### config.mk
export PLATFORM = sky130hd
export DESIGN_NAME = tx_alc
export DESIGN_NICKNAME = d
export VERILOG_FILES = /design/src/rtl/alc_pkg.sv /design/src/rtl/alc_restart_det.sv /design/src/rtl/alc_window.sv /design/src/rtl/alc_step.sv /design/src/rtl/tx_alc.sv
export SDC_FILE = /design/constraint.sdc
export NUM_CORES = 1
export LEC_CHECK = 0
export BUFFER_PORTS_ARGS = -buffer_cell sky130_fd_sc_hd__clkbuf_2
export CAP_MARGIN = 20
export CORE_MARGIN = 5
export CORE_UTILIZATION = 31
export CTS_BUF_LIST = sky130_fd_sc_hd__clkbuf_8
export DETAILED_ROUTE_END_ITERATION = 7
export SLEW_MARGIN = 30
export SYNTH_ARGS = -nofsm -noshare
export SYNTH_HDL_FRONTEND = slang
export SYNTH_SLANG_ARGS = --single-unit
### constraint.sdc
create_clock -name clk -period 4.25 [get_ports clk]
set_input_delay 0.425 -clock clk [delete_from_list [all_inputs] [get_ports clk]]
set_output_delay 0.425 -clock clk [all_outputs]
set_load 0.02 [all_outputs]
### src/rtl/alc_pkg.sv
package alc_pkg;

    typedef enum logic [1:0] {
        STEP_HOLD = 2'd0,
        STEP_UP   = 2'd1,
        STEP_DOWN = 2'd2
    } step_e;

endpackage

### src/rtl/alc_restart_det.sv
module alc_restart_det (
    input  logic clk,
    input  logic rst_n,
    input  logic soft_rst,
    input  logic tx_mode,
    output logic restart
);
    typedef struct packed {
        logic tx_prev;
    } det_t;

    det_t det_d, det_q;

    always_comb begin
        det_d         = det_q;
        det_d.tx_prev = tx_mode;
        restart       = soft_rst || (tx_mode && !det_q.tx_prev);
    end

    always_ff @(posedge clk or negedge rst_n) begin
        if (!rst_n) det_q <= '0;
        else        det_q <= det_d;
    end

    AST_TX_EDGE_RESTART: assert property (@(posedge clk) disable iff (!rst_n)
        $rose(tx_mode) |-> restart);

    AST_SOFT_RESTART: assert property (@(posedge clk) disable iff (!rst_n)
        soft_rst |-> restart);

endmodule

### src/rtl/alc_window.sv
module alc_window #(
    parameter int WINDOW = 16
) (
    input  logic clk,
    input  logic rst_n,
    input  logic restart,
    output logic open,
    output logic eval
);
    localparam int CNT_W = $clog2(WINDOW + 1);

    typedef struct packed {
        logic [CNT_W-1:0] cnt;
    } win_t;

    win_t win_d, win_q;

    always_comb begin
        open  = win_q.cnt < CNT_W'(WINDOW);
        eval  = open && !win_q.cnt[0];
        win_d = win_q;
        if (restart)   win_d.cnt = '0;
        else if (open) win_d.cnt = win_q.cnt + CNT_W'(1);
    end

    always_ff @(posedge clk or negedge rst_n) begin
        if (!rst_n) win_q <= '0;
        else        win_q <= win_d;
    end

    AST_WIN_RESTART: assert property (@(posedge clk) disable iff (!rst_n)
        restart |=> (win_q.cnt == '0));

    AST_WIN_ADVANCE: assert property (@(posedge clk) disable iff (!rst_n)
        (!restart && open) |=> (win_q.cnt == $past(win_q.cnt) + CNT_W'(1)));

    AST_WIN_SHUT: assert property (@(posedge clk) disable iff (!rst_n)
        (!restart && !open) |=> !open);

endmodule

### src/rtl/alc_step.sv
module alc_step
    import alc_pkg::*;
#(
    parameter int CODE_W = 3
) (
    input  logic [CODE_W-1:0] code_in,
    input  step_e             dir,
    output logic [CODE_W-1:0] code_out
);
    localparam logic [CODE_W-1:0] CODE_MAX = {CODE_W{1'b1}};

    always_comb begin
        case (dir)
            STEP_UP:   code_out = (code_in == CODE_MAX) ? code_in : code_in + CODE_W'(1);
            STEP_DOWN: code_out = (code_in == '0)       ? code_in : code_in - CODE_W'(1);
            default:   code_out = code_in;
        endcase
    end

endmodule

### src/rtl/tx_alc.sv
module tx_alc
    import alc_pkg::*;
#(
    parameter int CODE_W = 3,
    parameter int WINDOW = 16
) (
    input  logic              clk,
    input  logic              rst_n,
    input  logic              soft_rst,
    input  logic              tx_mode,
    input  logic [CODE_W:0]   ctrl,
    input  logic              lvl_high,
    input  logic              lvl_low,
    output logic [CODE_W-1:0] atten,
    output logic              adapt_active
);
    localparam int BYP_BIT = CODE_W;

    typedef struct packed {
        logic [CODE_W-1:0] code;
    } lvl_t;

    lvl_t              lvl_d, lvl_q;
    logic              restart_w;
    logic              open_w;
    logic              eval_w;
    logic              bypass_w;
    step_e             dir_w;
    logic [CODE_W-1:0] stepped_w;

    alc_restart_det i_restart (
        .clk      (clk),
        .rst_n    (rst_n),
        .soft_rst (soft_rst),
        .tx_mode  (tx_mode),
        .restart  (restart_w)
    );

    alc_window #(.WINDOW(WINDOW)) i_window (
        .clk     (clk),
        .rst_n   (rst_n),
        .restart (restart_w),
        .open    (open_w),
        .eval    (eval_w)
    );

    alc_step #(.CODE_W(CODE_W)) i_step (
        .code_in  (lvl_q.code),
        .dir      (dir_w),
        .code_out (stepped_w)
    );

    always_comb begin
        bypass_w = ctrl[BYP_BIT];
        if (lvl_high)     dir_w = STEP_UP;
        else if (lvl_low) dir_w = STEP_DOWN;
        else              dir_w = STEP_HOLD;

        lvl_d = lvl_q;
        if (bypass_w)
            lvl_d.code = ctrl[CODE_W-1:0];
        else if (eval_w && !restart_w)
            lvl_d.code = stepped_w;

        atten        = bypass_w ? ctrl[CODE_W-1:0] : lvl_q.code;
        adapt_active = open_w && !bypass_w;
    end

    always_ff @(posedge clk or negedge rst_n) begin
        if (!rst_n) lvl_q <= '0;
        else        lvl_q <= lvl_d;
    end

    AST_ADJUST_QUIET: assert property (@(posedge clk) disable iff (!rst_n)
        (!bypass_w && !eval_w) |=> $stable(lvl_q.code));

    AST_CLOSED_FROZEN: assert property (@(posedge clk) disable iff (!rst_n)
        (!bypass_w && !open_w) |=> $stable(lvl_q.code));

    AST_SINGLE_STEP: assert property (@(posedge clk) disable iff (!rst_n)
        !bypass_w |=> (lvl_q.code == $past(lvl_q.code)
                    || lvl_q.code == $past(lvl_q.code) + CODE_W'(1)
                    || lvl_q.code == $past(lvl_q.code) - CODE_W'(1)));

    AST_RESTART_KEEPS: assert property (@(posedge clk) disable iff (!rst_n)
        (restart_w && !bypass_w) |=> $stable(lvl_q.code));

    AST_BYPASS_HELD: assert property (@(posedge clk) disable iff (!rst_n)
        bypass_w |=> (lvl_q.code == $past(ctrl[CODE_W-1:0])));

endmodule

==> flow_metrics.env <==
export IMPL_power_internal_uw=172.9
export IMPL_fillers=165
export IMPL_cts_tree="built"
export IMPL_cp_max_fo=7
export IMPL_cts_sinks=9
export IMPL_syn_to_final_growth_pct=24.63
export IMPL_overflow=0
export IMPL_cp_end_kind="flop"
export IMPL_antennaDiodeCount=0
export IMPL_holdBufCountCts=0
export IMPL_yosysWarnings=0
export IMPL_totalNegativeSetupSlack_ps=0
export IMPL_setup_violations=0
export IMPL_cp_data_required_time_ps=4390
export IMPL_syn_nets=65
export IMPL_ir_drop_mv=0.1370
export IMPL_via_count=450
export IMPL_r2r_start="i_window.win_q[4]"
export IMPL_cp_slowest_cell="or4_2"
export IMPL_dieArea_um2=2568
export IMPL_synth_area_um2=513.0
export IMPL_wl_per_cell_um=12.71
export IMPL_clock_latency_ps=230
export IMPL_gp_congestion=0.7603
export IMPL_max_stage_delay_ps=550
export IMPL_drc_errors=0
export IMPL_syn_avg_cell_area_um2=9.679
export IMPL_root_buffer="clkbuf_8"
export IMPL_cpLargestDelayFamily="simple AND/OR/NAND/NOR gates"
export IMPL_final_common_cell="clkbuf_2"
export IMPL_grt_pass1_vias=444
export IMPL_critPathLaunchType="flop"
export IMPL_sw_frac_of_total_pct=26.34
export IMPL_via_per_inst=5.294
export IMPL_status="finished, final reports clean"
export IMPL_p_leak_uw=0.0003093
export IMPL_maxCapViolCount=0
export IMPL_hp_class="input port to asynchronous set/reset pin"
export IMPL_cts_buffers=3
export IMPL_antenna_found_initial=0
export IMPL_drv_slew=0
export IMPL_die_h_um=50.68
export IMPL_comb_power_share_pct=18.1
export IMPL_drtPass1Iterations=4
export IMPL_layout_common_cells="clkbuf_2 (13), dfrtp_1 (9), nor2_1 (8)"
export IMPL_ant_nets=0
export IMPL_synth_edf_count=0
export IMPL_clkTransAtPathRegs_ps=40
export IMPL_grt_pass1_wl_mm=1.856
export IMPL_tightestPinTransition_ps=332.4
export IMPL_start_util_pct=33.28
export IMPL_period_needed_ps=1882
export IMPL_min_period_over_period_pct=44.28
export IMPL_cts_resized=0
export IMPL_async_reset_ff_share_pct=100.0
export IMPL_hold_ws_ps=50.04
export IMPL_r2r_setup_slack_ps=2370
export IMPL_seq_area_frac_synth_pct=43.90
export IMPL_fin_util_pct=41.48
export IMPL_crit_buf_inv=0
export IMPL_power_frac_seq_pct=41.5
export IMPL_cts_buffer_depth=2
export IMPL_power_density_nw_per_um2=367.0
export IMPL_setup_worst_path_start="i_window.win_q[4]"
export IMPL_cp_arrival_ps=2020
export IMPL_crit_chain="or2_0 -> a2111o_1 -> or4_2 -> o211ai_1"
export IMPL_max_freq_mhz=531.4
export IMPL_io_buffers=13
export IMPL_die_w_um=50.68
export IMPL_finalHoldViolCount=0
export IMPL_power_clock_fraction_pct=40.4
export IMPL_synthFlopType="dfrtp_1"
export IMPL_drive_gt1_share_pct=27.54
export IMPL_critical_path_class="flop to flop"
export IMPL_grt_total_usage_pct=9.260
export IMPL_stdcell_area_um2=639.4
export IMPL_synth_cell_types=27
export IMPL_synth_seq_cells=9
export IMPL_fin_skew_ps=1.454
export IMPL_finalNetCount=82
export IMPL_syn_instance_count=53
export IMPL_wl_mm=1.080
export IMPL_power_net_switching_uw=61.81
export IMPL_cts_setup_buffers=0
export IMPL_htreeDepth=1
export IMPL_core_um2=1541
export IMPL_grt_setup_unrepaired="false"
export IMPL_rows=14
export IMPL_grt_max_degree=10
export IMPL_initialDrtViolationCount=12
export IMPL_num_io_pins=14
export IMPL_timing_slew_headroom_pct=77.84
export IMPL_placed_area_um2=594.3
metrics by stage:
step / instances / setup slack (ps) / total power, µW
2_1_floorplan: 53 / 2516 / 125.5
3_3_place_gp: 81 / 2416 / 140.0
3_5_place_dp: 81 / 2368 / 141.3
4_1_cts: 85 / 2354 / 238.6
5_1_grt: 85 / 2281 / 250.6
6_report: 85 / 2368 / 234.7
per-layer routing:
metal  global-route usage, %  up-vias  routed length, µm
met5                       0        -                  0
met4                   3.830        0                 15
met3                   2.959        2                 50
met2                   15.08       10                543
met1                   11.11      213                470
li1                        -      225                  -
Yosys cell counts (2+ instances only):
cell | count | area share, %
mux2i_1 | 2 | 3.9
inv_1 | 3 | 2.2
dfrtp_1 | 9 | 44
a21oi_1 | 2 | 2.0
xnor2_1 | 2 | 3.4
ha_1 | 2 | 4.9
nand2_1 | 5 | 3.7
nor2_1 | 8 | 5.9
a31oi_1 | 2 | 2.4
logic make-up after synthesis:
family                   synth area share, %
XOR/XNOR                               5.123
flip-flops                             43.90
multiplexers                           6.098
buffers and inverters                  2.926
AND/OR/NAND/NOR                        23.42
adder cells (fa/ha/maj)                4.877
AO/OA/AOI/OAI                          13.66
path summary, 6_finish.rpt:
path | end | depth (start not counted)
max | lvl_q[0] | 4
min | i_restart.det_q | 1
max reg2reg | lvl_q[0] | 4
min reg2reg | i_window.win_q[3] | 2
max in group asynchronous | lvl_q[0] | 1
min in group clk | i_restart.det_q | 1
worst register-to-register path, stage by stage, from the launching register on:
cell,delay (ps)
dfrtp_1,450
or2_0,260
a2111o_1,420
or4_2,550
o211ai_1,120
cell type report:
class	count	area [µm²]	share of cell area, %
clock buffers	3	41.29	6.458
clock inverters	1	3.754	0.5871
inverters	3	11.26	1.761
multi-input cells	40	272.8	42.66
flip-flops and latches	9	225.2	35.23
well taps	16	20.02	3.131
repair buffers	13	65.06	10.18
state kept, by name, summed over array words and instances (netlist names):
signal / cells
lvl_q: 3
i_window.win_q: 5
i_restart.det_q: 1
power by group through the flow:
stage | combinational, µW | clock (µW) | sequential [µW]
6_report | 42.4 | 94.8 | 97.5
5_1_grt | 48.3 | 104 | 98.3
4_1_cts | 43.3 | 98.0 | 97.3
3_5_place_dp | 42.8 | 0 | 98.6
3_3_place_gp | 41.6 | 0 | 98.4
2_1_floorplan | 28.6 | 0 | 96.9
Note: power is estimated with default switching activity, not from simulation.
